`src/rtl/seq_pkg.sv`:
```
package seq_pkg;
  localparam int DATA_W  = 8;
  localparam int INSTR_W = 16;
  localparam int OPC_W   = 6;
  localparam int RSEL_W  = 2;
  localparam int SH_W    = $clog2(DATA_W);

  typedef logic [DATA_W-1:0] word_t;
  typedef logic [OPC_W-1:0]  opc_t;

  localparam opc_t OP_NOP  = 6'd0;
  localparam opc_t OP_ADD  = 6'd1;
  localparam opc_t OP_SETC = 6'd2;
  localparam opc_t OP_BZ   = 6'd3;
  localparam opc_t OP_MOV  = 6'd4;
  localparam opc_t OP_ST   = 6'd5;
  localparam opc_t OP_LD   = 6'd6;
  localparam opc_t OP_SUB  = 6'd7;
  localparam opc_t OP_OR   = 6'd8;
  localparam opc_t OP_AND  = 6'd9;
  localparam opc_t OP_NOT  = 6'd10;
  localparam opc_t OP_XOR  = 6'd11;
  localparam opc_t OP_ADDI = 6'd12;
  localparam opc_t OP_NEG  = 6'd13;
  localparam opc_t OP_SHL  = 6'd14;
  localparam opc_t OP_SHR  = 6'd15;
  localparam opc_t OP_SAR  = 6'd16;
  localparam opc_t OP_MUL  = 6'd17;
  localparam opc_t OP_DIV  = 6'd18;
  localparam opc_t OP_REM  = 6'd19;
  localparam opc_t OP_BEQ  = 6'd20;
  localparam opc_t OP_BNE  = 6'd21;
  localparam opc_t OP_BLT  = 6'd22;
  localparam opc_t OP_BLE  = 6'd23;
  localparam opc_t OP_BGT  = 6'd24;
  localparam opc_t OP_BGE  = 6'd25;
  localparam opc_t OP_BLTZ = 6'd26;
  localparam opc_t OP_BGTZ = 6'd27;
  localparam opc_t OP_BLEZ = 6'd28;
  localparam opc_t OP_BGEZ = 6'd29;
  localparam opc_t OP_BNZ  = 6'd30;
  localparam opc_t OP_JC   = 6'd31;
  localparam opc_t OP_JR   = 6'd32;
  localparam opc_t OP_HALT = 6'd33;

  // 4-bit constant widened with its sign bit
  function automatic word_t sext_c4(logic [3:0] c);
    return {{(DATA_W-4){c[3]}}, c};
  endfunction

  // shifter: an amount of DATA_W or more flushes the value
  function automatic word_t shift_op(opc_t op, word_t a, word_t n);
    logic flush;
    flush = (n >= word_t'(DATA_W));
    case (op)
      OP_SHL:  return flush ? '0 : (a << n[SH_W-1:0]);
      OP_SHR:  return flush ? '0 : (a >> n[SH_W-1:0]);
      default: return flush ? {DATA_W{a[DATA_W-1]}}
                            : word_t'($signed(a) >>> n[SH_W-1:0]);
    endcase
  endfunction

  // single-cycle results; unknown codes pass A through
  function automatic word_t alu_comb(opc_t op, word_t a, word_t b, logic [3:0] c);
    logic [2*DATA_W-1:0] prod;
    prod = a * b;
    case (op)
      OP_ADD:  return a + b;
      OP_SUB:  return a - b;
      OP_OR:   return a | b;
      OP_AND:  return a & b;
      OP_NOT:  return ~a;
      OP_XOR:  return a ^ b;
      OP_ADDI: return a + sext_c4(c);
      OP_NEG:  return word_t'(0) - a;
      OP_SHL, OP_SHR, OP_SAR: return shift_op(op, a, b);
      OP_MUL:  return prod[DATA_W-1:0];
      default: return a;
    endcase
  endfunction

  // {zero, sign, overflow} of a - b
  function automatic logic [2:0] cmp_flags(word_t a, word_t b);
    word_t d;
    d = a - b;
    return {(d == '0), d[DATA_W-1],
            (a[DATA_W-1] != b[DATA_W-1]) && (d[DATA_W-1] != a[DATA_W-1])};
  endfunction

  function automatic logic writes_reg(opc_t op);
    return (op == OP_ADD) || (op == OP_SETC) || (op == OP_MOV) ||
           (op == OP_LD) || ((op >= OP_SUB) && (op <= OP_REM));
  endfunction

  function automatic logic is_cond_branch(opc_t op);
    return (op == OP_BZ) || ((op >= OP_BEQ) && (op <= OP_BNZ));
  endfunction

  function automatic logic is_iter(opc_t op);
    return (op == OP_DIV) || (op == OP_REM);
  endfunction
endpackage

```
`src/rtl/seq_regfile.sv`:
```
module seq_regfile
  import seq_pkg::*;
#(
  parameter int NREGS = 4,
  localparam int AW = $clog2(NREGS)
) (
  input  logic          clk,
  input  logic          rst_n,
  input  logic          we,
  input  logic [AW-1:0] waddr,
  input  word_t         wdata,
  input  logic [AW-1:0] raddr_a,
  input  logic [AW-1:0] raddr_b,
  output word_t         rdata_a,
  output word_t         rdata_b
);
  word_t regs [NREGS];

  for (genvar g = 0; g < NREGS; g++) begin : g_reg
    always_ff @(posedge clk) begin
      if (!rst_n)
        regs[g] <= '0;
      else if (we && (waddr == AW'(g)))
        regs[g] <= wdata;
    end
  end

  assign rdata_a = regs[raddr_a];
  assign rdata_b = regs[raddr_b];
endmodule

```
`src/rtl/seq_divider.sv`:
```
module seq_divider
  import seq_pkg::*;
#(
  parameter int DW = DATA_W,
  localparam int CW = $clog2(DW + 1)
) (
  input  logic          clk,
  input  logic          rst_n,
  input  logic          start,
  input  logic [DW-1:0] dividend,
  input  logic [DW-1:0] divisor,
  output logic          busy,
  output logic          done,
  output logic [DW-1:0] quo,
  output logic [DW-1:0] rem
);
  logic [DW-1:0] dvs;
  logic [CW-1:0] cnt;
  logic [DW:0]   shifted;
  logic          fits;

  // restoring step: bring in the next dividend bit, subtract if it fits
  assign shifted = {rem, quo[DW-1]};
  assign fits    = (shifted >= {1'b0, dvs});

  always_ff @(posedge clk) begin
    if (!rst_n) begin
      busy <= 1'b0;
      done <= 1'b0;
      quo  <= '0;
      rem  <= '0;
      dvs  <= '0;
      cnt  <= '0;
    end else begin
      done <= 1'b0;
      if (start) begin
        busy <= 1'b1;
        quo  <= dividend;
        rem  <= '0;
        dvs  <= divisor;
        cnt  <= CW'(DW);
      end else if (busy) begin
        rem  <= fits ? DW'(shifted - {1'b0, dvs}) : shifted[DW-1:0];
        quo  <= {quo[DW-2:0], fits};
        cnt  <= cnt - 1'b1;
        if (cnt == CW'(1)) begin
          busy <= 1'b0;
          done <= 1'b1;
        end
      end
    end
  end

  assert_div_start_idle_R7: assert property (@(posedge clk) disable iff (!rst_n)
    start |-> !busy);
  assert_div_done_pulse_R7: assert property (@(posedge clk) disable iff (!rst_n)
    done |=> !done);
endmodule

```
`src/rtl/seq_branch.sv`:
```
module seq_branch
  import seq_pkg::*;
(
  input  opc_t  op,
  input  word_t a,
  input  word_t b,
  output logic  take
);
  logic       vs_zero;
  word_t      rhs;
  logic [2:0] fl;
  logic       eq, lt;

  assign vs_zero = (op == OP_BZ) || (op >= OP_BLTZ);
  assign rhs     = vs_zero ? '0 : b;
  assign fl      = cmp_flags(a, rhs);
  assign eq      = fl[2];
  assign lt      = fl[1] ^ fl[0];

  always_comb begin
    case (op)
      OP_BZ, OP_BEQ:    take = eq;
      OP_BNE, OP_BNZ:   take = !eq;
      OP_BLT, OP_BLTZ:  take = lt;
      OP_BLE, OP_BLEZ:  take = lt || eq;
      OP_BGT, OP_BGTZ:  take = !lt && !eq;
      OP_BGE, OP_BGEZ:  take = !lt;
      default:          take = 1'b0;
    endcase
  end
endmodule

```
`src/rtl/seq_core.sv`:
```
module seq_core
  import seq_pkg::*;
#(
  parameter int PC_W = 8
) (
  input  logic               clk,
  input  logic               rst_n,
  output logic [PC_W-1:0]    imem_addr,
  input  logic [INSTR_W-1:0] imem_rdata,
  output logic [DATA_W-1:0]  dmem_addr,
  output logic [DATA_W-1:0]  dmem_wdata,
  output logic               dmem_we,
  input  logic [DATA_W-1:0]  dmem_rdata,
  output logic               halted
);
  localparam int NREGS = 1 << RSEL_W;

  typedef enum logic [2:0] {
    S_FETCH, S_DECODE, S_EXEC, S_WAIT, S_WB, S_HALT
  } state_t;

  state_t               state;
  logic [PC_W-1:0]      pc;
  logic [INSTR_W-1:0]   ir;
  word_t                res_q;
  logic                 take_q;

  // instruction fields
  opc_t              f_op;
  logic [RSEL_W-1:0] f_ri, f_rj, f_rk;
  logic [3:0]        f_c4;
  logic [7:0]        f_c8;
  assign f_op = ir[15:10];
  assign f_ri = ir[9:8];
  assign f_rj = ir[7:6];
  assign f_rk = ir[5:4];
  assign f_c4 = ir[3:0];
  assign f_c8 = ir[7:0];

  // named internal events
  logic exec_evt, wb_evt, iter_start, iter_done, iter_busy, br_take, redirect, reg_we;
  word_t rj_val, rk_val, exec_res, wb_data, dq, dr;
  logic [PC_W-1:0] next_pc;

  assign exec_evt   = (state == S_EXEC);
  assign wb_evt     = (state == S_WB);
  assign iter_start = exec_evt && is_iter(f_op);
  assign reg_we     = wb_evt && writes_reg(f_op);
  assign wb_data    = (f_op == OP_LD) ? dmem_rdata : res_q;
  assign exec_res   = (f_op == OP_SETC) ? word_t'(f_c8) : alu_comb(f_op, rj_val, rk_val, f_c4);

  seq_regfile #(.NREGS(NREGS)) u_rf (
    .clk     (clk),
    .rst_n   (rst_n),
    .we      (reg_we),
    .waddr   (f_ri),
    .wdata   (wb_data),
    .raddr_a (f_rj),
    .raddr_b (f_rk),
    .rdata_a (rj_val),
    .rdata_b (rk_val)
  );

  seq_divider #(.DW(DATA_W)) u_div (
    .clk      (clk),
    .rst_n    (rst_n),
    .start    (iter_start),
    .dividend (rj_val),
    .divisor  (rk_val),
    .busy     (iter_busy),
    .done     (iter_done),
    .quo      (dq),
    .rem      (dr)
  );

  seq_branch u_br (
    .op   (f_op),
    .a    (rj_val),
    .b    (rk_val),
    .take (br_take)
  );

  // control transfer resolved in writeback
  always_comb begin
    redirect = 1'b0;
    next_pc  = pc;
    if (f_op == OP_JC) begin
      redirect = 1'b1;
      next_pc  = PC_W'(f_c8);
    end else if (f_op == OP_JR) begin
      redirect = 1'b1;
      next_pc  = PC_W'(res_q);
    end else if (is_cond_branch(f_op) && take_q) begin
      redirect = 1'b1;
      next_pc  = pc + {{(PC_W-4){f_c4[3]}}, f_c4};
    end
  end

  always_ff @(posedge clk) begin
    if (!rst_n) begin
      state  <= S_FETCH;
      pc     <= '0;
      ir     <= '0;
      res_q  <= '0;
      take_q <= 1'b0;
    end else begin
      case (state)
        S_FETCH:  state <= S_DECODE;
        S_DECODE: begin
          ir    <= imem_rdata;
          pc    <= pc + PC_W'(1);
          state <= S_EXEC;
        end
        S_EXEC: begin
          if (f_op == OP_HALT)
            state <= S_HALT;
          else if (is_iter(f_op))
            state <= S_WAIT;
          else begin
            res_q  <= exec_res;
            take_q <= br_take;
            state  <= S_WB;
          end
        end
        S_WAIT: begin
          if (iter_done) begin
            res_q <= (f_op == OP_DIV) ? dq : dr;
            state <= S_WB;
          end
        end
        S_WB: begin
          if (redirect) pc <= next_pc;
          state <= S_FETCH;
        end
        default: state <= S_HALT;
      endcase
    end
  end

  assign imem_addr  = pc;
  assign dmem_addr  = rj_val;
  assign dmem_wdata = rk_val;
  assign dmem_we    = exec_evt && (f_op == OP_ST);
  assign halted     = (state == S_HALT);

  assert_pc_step_R3: assert property (@(posedge clk) disable iff (!rst_n)
    (state == S_DECODE) |=> (imem_addr == $past(imem_addr) + PC_W'(1)));
  assert_store_in_exec_R4: assert property (@(posedge clk) disable iff (!rst_n)
    dmem_we |-> (state == S_EXEC) && !iter_busy);
  assert_stall_hold_R7: assert property (@(posedge clk) disable iff (!rst_n)
    (state == S_WAIT && !iter_done) |=> (state == S_WAIT));
  assert_iter_busy_wait_R7: assert property (@(posedge clk) disable iff (!rst_n)
    iter_busy |-> (state == S_WAIT));
  assert_halt_freeze_R10: assert property (@(posedge clk) disable iff (!rst_n)
    halted |=> halted && $stable(imem_addr));
  assert_halt_no_store_R10: assert property (@(posedge clk) disable iff (!rst_n)
    halted |-> !dmem_we);
endmodule

```
`config.mk`:
```
export PLATFORM = sky130hd
export DESIGN_NAME = seq_core
export DESIGN_NICKNAME = d
export VERILOG_FILES = /design/src/rtl/seq_pkg.sv /design/src/rtl/seq_regfile.sv /design/src/rtl/seq_divider.sv /design/src/rtl/seq_branch.sv /design/src/rtl/seq_core.sv
export SDC_FILE = /design/constraint.sdc
export NUM_CORES = 1
export LEC_CHECK = 0
export ABC_CLOCK_PERIOD_IN_PS = 5000
export BUFFER_PORTS_ARGS = -buffer_cell sky130_fd_sc_hd__buf_2
export CELL_PAD_IN_SITES_DETAIL_PLACEMENT = 0
export CELL_PAD_IN_SITES_GLOBAL_PLACEMENT = 1
export CORE_MARGIN = 3
export CORE_UTILIZATION = 44
export DETAILED_ROUTE_END_ITERATION = 16
export HOLD_SLACK_MARGIN = 0.1
export PLACE_DENSITY = 0.78
export SETUP_SLACK_MARGIN = 0.02
export SLEW_MARGIN = 20
export SYNTH_ARGS = -nofsm -noshare
export SYNTH_HDL_FRONTEND = slang
export SYNTH_HIERARCHICAL = 1
export SYNTH_SLANG_ARGS = --single-unit
```
`constraint.sdc`:
```
create_clock -name clk -period 5 [get_ports clk]
set_input_delay 1 -clock clk [delete_from_list [all_inputs] [get_ports clk]]
set_output_delay 1 -clock clk [all_outputs]
set_load 0.01 [all_outputs]
```
==> flow_metrics.py, run 1 <==
metrics = {
    "sta": {
        "max_freq_mhz": 212.8,
        "maxSlewHeadroom": 0.2940,
        "setup_viol": 0,
        "tightest_slew_ps": 1032,
        "setup_slack_ps": 301.3,
        "rsz0062_at_grt": "false",
        "skew_ps": 9.253,
        "maxSlewViolCount": 0,
        "hold_viol_final": 0,
        "setup_tns_ps": 0,
        "final.period_utilization": 0.9397,
        "period_minus_slack_ps": 4699,
    },
    "global_route": {
        "antenna_found_initial": 0,
        "globalRouteTotalUtil": 0.2515,
        "overflow": 0,
        "grt_pass1_vias": 8301,
        "grt_first_pass_wirelength_mm": 47.20,
        "grt_max_degree": 45,
    },
    "worst_setup_path": {
        "rrSetupSlack_ps": 300,
        "critPathMaxFanout": 17,
        "end_kind": "flip-flop",
        "reg2regPathDepth": 17,
        "cp_slowest_cell": "dfxtp_1",
        "path_cells": "mux4_2, buf_4, nand2_1, fa_1, fa_1, inv_1, fa_1, inv_1, fa_1, inv_1, ha_1, a21oi_1, xnor3_1, xnor3_1, nand2_1, o2111ai_1, and3_1",
        "cp.arrival_ps": 4960,
        "cpMostUsedCell": "fa_1",
        "required_ps": 5260,
        "worstSetupStartpointType": "flip-flop",
        "r2r_start": "ir[7]",
        "slowest_delay_ps": 570,
        "r2r_end": "res_q[7]",
        "path_class": "flip-flop to flip-flop",
        "startpoint": "ir[7]",
    },
    "cts": {
        "clkTransAtPathRegs_ps": 80,
        "clockBufferDepth": 2,
        "htree_levels": 3,
        "cts_setup_buffers": 0,
        "root_buffer": "clkbuf_16",
        "numCtsBuffers": 9,
        "clk_latency_ps": 360,
        "cts_resized": 0,
        "cts_sinks": 98,
        "cts.hold.buffers_added": 0,
        "cts_tree": "built",
    },
    "min_path": {
        "hold_depth": 2,
        "min_from": "u_div/cnt[1]",
        "hold_path_class": "flip-flop to flip-flop",
        "whs_endpoint": "u_div/cnt[1]",
    },
    "floorplan": {
        "start_util": 0.4519,
        "placementRows": 53,
        "io_pins": 52,
        "dieHeight_um": 153.6,
        "fp.dieW_um": 153.6,
        "die_area_mm2": 0.02360,
        "coreArea_mm2": 0.02122,
    },
    "route": {
        "drtIter0Drc": 732,
        "drt_pre_antenna_iters": 7,
        "drtAntennaViolNets": 0,
        "via_count": 8768,
        "routed_wl_mm": 30.40,
        "drc": 0,
        "vias_per_cell": 6.085,
        "routedWlPerCell_um": 21.10,
    },
    "finish": {
        "final_cells": 1441,
        "multi_input_area_mm2": 0.006666,
        "synthToLayoutAreaGrowth_pct": 9.511,
        "regArea_mm2": 0.002286,
        "layout.cells.most_common": "nand2_1",
        "fillCellCount": 2101,
        "antenna_cells": 0,
        "nets": 1272,
        "drive_above_1_share": 0.1595,
        "final_cell_mix": "nand2_1 (118), inv_1 (77), o21ai_0 (73)",
    },
    "pwr": {
        "ir_worst_vdd_mv": 0.2072,
        "p_leak_nw": 4.245,
        "power_density_mw_per_mm2": 276.1,
        "p_total_mw": 2.900,
    },
    "synth": {
        "ys.flop_type": "dfxtp_1",
        "syn_area_mm2": 0.009590,
        "avgSynthCellArea_um2": 8.594,
        "yosysWarnings": 6,
        "synth_top_family_by_area": "simple AND/OR/NAND/NOR gates",
        "synth_xor_area_frac": 0.03353,
        "synth_edf_count": 32,
        "synth_compound_area_frac": 0.2107,
        "ys_ff_latch": 98,
        "muxShareOfSynthArea": 0.1074,
        "synthSimpleGateAreaFrac": 0.2181,
        "synth_fp_nets": 1227,
        "yosysUniqueCellTypes": 100,
        "syn_inst": 1116,
        "ys_seq_area_frac": 0.2380,
        "postSynth.asyncResetShare": 0,
        "synthAdderAreaFrac": 0.1242,
    },
    "placement": {
        "post-place-ws_ps": 140.5,
        "dpl.hpwl_mm": 22.82,
        "port_buffers": 51,
        "dp_cells": 1425,
        "globalplace.congestion": 0.9367,
    },
    "flow_run": {
        "drv_cap": 0,
    },
    "run_status": {
        "status": "finished, final reports clean",
    },
}
## how the worst max path moves through the flow
stage	to	cells after the start	slack, ps
6_report	res_q[7]	17	300
5_1_grt	res_q[7]	17	80
3_5_place_dp	res_q[7]	17	140
3_3_place_gp	res_q[7]	17	270
2_1_floorplan	res_q[7]	20	160
4_1_cts	res_q[7]	17	140
## critical path, delay by kind of cell (launching register included)
kind                     cells  cell delay (ps)
AND/OR/NAND/NOR              3              370
XOR/XNOR                     2              470
flip-flops                   1              570
multiplexers                 1              290
adder cells (fa/ha/maj)      5             2250
AO/OA/AOI/OAI                2              260
buffers and inverters        4              380
## layer usage
layer  up-vias  GRT usage  part of all wire
met5         -          0                 0
met4         0     0.1140             0.046
met3        84    0.03800             0.066
met2       366     0.4005              0.46
met1      4158     0.3384              0.43
li1       4160          -                 -
## layout make-up
type,count,area share
well taps,275,0.03276
inverters,79,0.02823
clock inverters,7,0.006552
clock buffers,9,0.02144
flip-flops and latches,98,0.2177
multi-input cells,874,0.6347
repair buffers,99,0.05861
## synthesized netlist by cell type, types with 7 or more instances
cell,instances,area share
a211oi_1,9,0.0070
fa_1,17,0.035
mux2i_1,41,0.043
or3_1,7,0.0046
o2111ai_1,8,0.0073
mux2_2,15,0.018
nor3_1,21,0.011
nand2b_1,8,0.0052
nor3b_1,10,0.0078
nand4_1,8,0.0052
o21a_1,13,0.010
inv_1,77,0.030
a21oi_1,54,0.028
nand3_1,28,0.015
nor2b_1,24,0.016
a31oi_1,9,0.0059
xnor2_1,20,0.018
a21boi_0,20,0.016
dfxtp_1,66,0.14
buf_6,8,0.0094
o211ai_1,8,0.0063
and2_1,48,0.031
ha_1,68,0.089
nand2_1,118,0.046
clkbuf_1,32,0.013
o21ai_0,73,0.038
nor2_1,66,0.026
a21o_1,13,0.010
buf_2,14,0.0073
mux4_2,19,0.045
edfxtp_1,32,0.10
xor2_1,9,0.0082
## sequential cells by signal, summed over array words and instances, names as in the netlist
signal / cells
ir: 16
imem_addr: 8
u_div/quo: 8
u_div/done: 1
state: 3
u_div/dvs: 8
take_q: 1
res_q: 8
u_div/rem: 8
u_div/busy: 1
u_div/cnt: 4
u_rf/regs: 32
## power breakdown
part	internal, mW	switching [mW]
sequential	0.857	0.0597
clock	0.353	0.351
combinational	0.506	0.773
## through the flow
| step | cell area [um2] | hold slack (ps) | util |
|---|---|---|---|
| final | 10500 | 496.2 | 0.4949 |
| after global routing | 10500 | 530.4 | 0.4949 |
| after CTS | 10500 | 496.3 | 0.4948 |
| after detailed placement | 10200 | 486.4 | 0.4809 |
| after global placement | 10200 | 484.4 | 0.4806 |
| after floorplan | 9590 | 460.3 | - |
## cells by family (layout without fill, tap and decap cells)
group	count (synthesis)	in the layout
flip-flops	98	98
XOR/XNOR	32	32
AO/OA/AOI/OAI	290	290
AND/OR/NAND/NOR	390	390
multiplexers	77	77
buffers and inverters	144	194
adder cells (fa/ha/maj)	85	85
Note: power is estimated with default switching activity, not from simulation.
==> run 2: changes to the inputs <==
--- a/config.mk
+++ b/config.mk
@@ -5,15 +5,15 @@
 export SDC_FILE = /design/constraint.sdc
 export NUM_CORES = 1
 export LEC_CHECK = 0
-export ABC_CLOCK_PERIOD_IN_PS = 5000
+export ABC_CLOCK_PERIOD_IN_PS = 5700
 export BUFFER_PORTS_ARGS = -buffer_cell sky130_fd_sc_hd__buf_2
 export CELL_PAD_IN_SITES_DETAIL_PLACEMENT = 0
 export CELL_PAD_IN_SITES_GLOBAL_PLACEMENT = 1
 export CORE_MARGIN = 3
-export CORE_UTILIZATION = 44
+export CORE_UTILIZATION = 52
 export DETAILED_ROUTE_END_ITERATION = 16
 export HOLD_SLACK_MARGIN = 0.1
-export PLACE_DENSITY = 0.78
+export PLACE_DENSITY = 0.94
 export SETUP_SLACK_MARGIN = 0.02
 export SLEW_MARGIN = 20
 export SYNTH_ARGS = -nofsm -noshare
==> constraint.sdc (replaced) <==
create_clock -name clk -period 5.7 [get_ports clk]
set_input_delay 1.14 -clock clk [delete_from_list [all_inputs] [get_ports clk]]
set_output_delay 1.14 -clock clk [all_outputs]
set_load 0.01 [all_outputs]
==> flow_metrics.py, run 2 (synthesis gave the netlist of run 1 again) <==
metrics = {
    "worst_setup_path": {
        "required_ps": 5960,
        "worstSetupStartpointType": "flip-flop",
        "slowest_delay_ps": 700,
        "end_kind": "flip-flop",
        "critPathMaxFanout": 11,
        "r2r_start": "ir[6]",
        "cp.arrival_ps": 5350,
        "path_cells": "mux4_2, inv_1, nor2_1, ha_1, fa_1, ha_1, inv_1, fa_1, inv_1, fa_1, a21o_1, a21oi_1, xnor3_1, xnor3_1, nand2_1, o2111ai_1, and3_1",
        "r2r_end": "res_q[7]",
        "cp_slowest_cell": "dfxtp_1",
        "rrSetupSlack_ps": 610,
        "reg2regPathDepth": 17,
        "path_class": "flip-flop to flip-flop",
    },
    "finish": {
        "drive_above_1_share": 0.1399,
        "top_register": "u_rf/regs",
        "reg.largest.list": "u_rf/regs (32), ir (16)",
        "fillCellCount": 1669,
        "layout.cells.most_common": "nand2_1",
        "synthToLayoutAreaGrowth_pct": 7.058,
        "largest_reg_flops": 32,
        "final_cell_mix": "nand2_1 (118), inv_1 (77), o21ai_0 (70)",
        "nets": 1250,
        "antenna_cells": 0,
    },
    "pwr": {
        "power_density_mw_per_mm2": 244.3,
        "power.share.sequential": 0.324,
        "ir_worst_vdd_mv": 0.1971,
        "pwr-share-clk": 0.243,
        "pwr-share-comb": 0.433,
        "switching_power_mw": 1.028,
        "switching_share": 0.4098,
        "internal_power_mw": 1.480,
        "p_leak_nw": 4.127,
    },
    "floorplan": {
        "dieHeight_um": 141.8,
        "io_pins": 52,
        "placementRows": 49,
        "coreArea_mm2": 0.01802,
        "die_area_mm2": 0.02011,
        "fp.dieW_um": 141.8,
        "start_util": 0.5321,
    },
    "min_path": {
        "hold_path_class": "flip-flop to flip-flop",
        "hold_depth": 2,
        "min_from": "ir[1]",
        "whs_endpoint": "ir[1]",
    },
    "global_route": {
        "grt_first_pass_wirelength_mm": 46.75,
        "use_met2": 0.4561,
        "globalRouteTotalUtil": 0.2931,
        "use_met1": 0.4101,
        "grt_max_degree": 42,
        "met3_usage": 0.04516,
        "overflow": 0,
        "antenna_found_initial": 1,
        "grt_pass1_vias": 8358,
        "busiest_layer": "met2",
    },
    "sta": {
        "setup_slack_ps": 608.7,
        "rsz0062_at_grt": "false",
        "period_minus_slack_ps": 5091,
        "hold_viol_final": 0,
        "skew_ps": 7.234,
        "setup_tns_ps": 0,
        "maxSlewViolCount": 0,
        "tightest_slew_ps": 941.5,
        "setup_viol": 0,
        "max_freq_mhz": 196.4,
        "maxSlewHeadroom": 0.3561,
        "final.period_utilization": 0.8932,
    },
    "route": {
        "drt_pre_antenna_iters": 5,
        "drtAntennaViolNets": 0,
        "drtIter0Drc": 847,
        "routedWlPerCell_um": 21.44,
        "via_count": 8768,
        "drc": 0,
        "routed_wl_mm": 29.44,
        "vias_per_cell": 6.386,
    },
    "cts": {
        "clkTransAtPathRegs_ps": 80,
        "cts_setup_buffers": 0,
        "root_buffer": "clkbuf_16",
        "htree_levels": 3,
        "numCtsBuffers": 9,
        "clockBufferDepth": 2,
        "cts_sinks": 98,
        "cts_tree": "built",
        "cts_resized": 0,
        "cts.hold.buffers_added": 0,
        "clk_latency_ps": 360,
    },
    "run_status": {
        "status": "finished, final reports clean",
    },
    "placement": {
        "dpl.hpwl_mm": 21.95,
        "port_buffers": 51,
        "globalplace.congestion": 0.9878,
        "post-place-ws_ps": 602.0,
    },
    "flow_run": {
        "drv_cap": 0,
    },
}
[run 2: worst max path at each step]
stage	startpoint	end	cells after the start
after floorplan	ir[4]	res_q[7]	20
after global placement	ir[6]	res_q[7]	17
after detailed placement	ir[6]	res_q[7]	17
after CTS	ir[6]	res_q[7]	17
after global routing	ir[6]	res_q[7]	17
final	ir[6]	res_q[7]	17
[run 2: power groups by stage]
stage,Sequential [mW],Combinational [mW],Clock (mW)
floorplan,0.795,0.800,0
global placement,0.826,1.05,0
detailed placement,0.828,1.06,0
CTS,0.812,1.07,0.622
global route,0.819,1.19,0.646
finish,0.814,1.09,0.609
[run 2: critical path, delay by kind of cell, from the launching register on]
kind,cells,cell delay [ps]
buf+inv,3,400
simple gates,3,420
fa+ha+maj,5,1980
flops,1,700
mux,1,600
xor+xnor,2,410
compound gates,3,470
[run 2: per-stage QoR]
step	util	power, mW	hold slack [ps]	area (um2)	cells
after detailed placement	0.5535	1.890	491.6	9976	1357
after global routing	0.5696	2.654	554.4	10270	1373
after floorplan	-	1.594	460.3	9590	1116
after CTS	0.5696	2.501	502.1	10270	1373
final	0.5696	2.508	501.8	10270	1373
after global placement	0.5535	1.881	477.0	9976	1357
[run 2: metal layers]
metal / vias up / part of all wire
met2: 428 / 0.46
met1: 4130 / 0.42
met5: - / 0.00058
met3: 84 / 0.089
met4: 2 / 0.036
li1: 4124 / -
[run 2: layout make-up]
| class | instances | area (um2) | share of cell area |
|---|---|---|---|
| Tap cell | 229 | 286.5 | 0.02791 |
| Clock buffer | 9 | 225.2 | 0.02194 |
| Timing Repair Buffer | 77 | 450.4 | 0.04387 |
| Clock inverter | 7 | 65.06 | 0.006337 |
| Sequential cell | 98 | 2283 | 0.2224 |
| Inverter | 79 | 296.5 | 0.02888 |
| Multi-Input combinational cell | 874 | 6660 | 0.6487 |
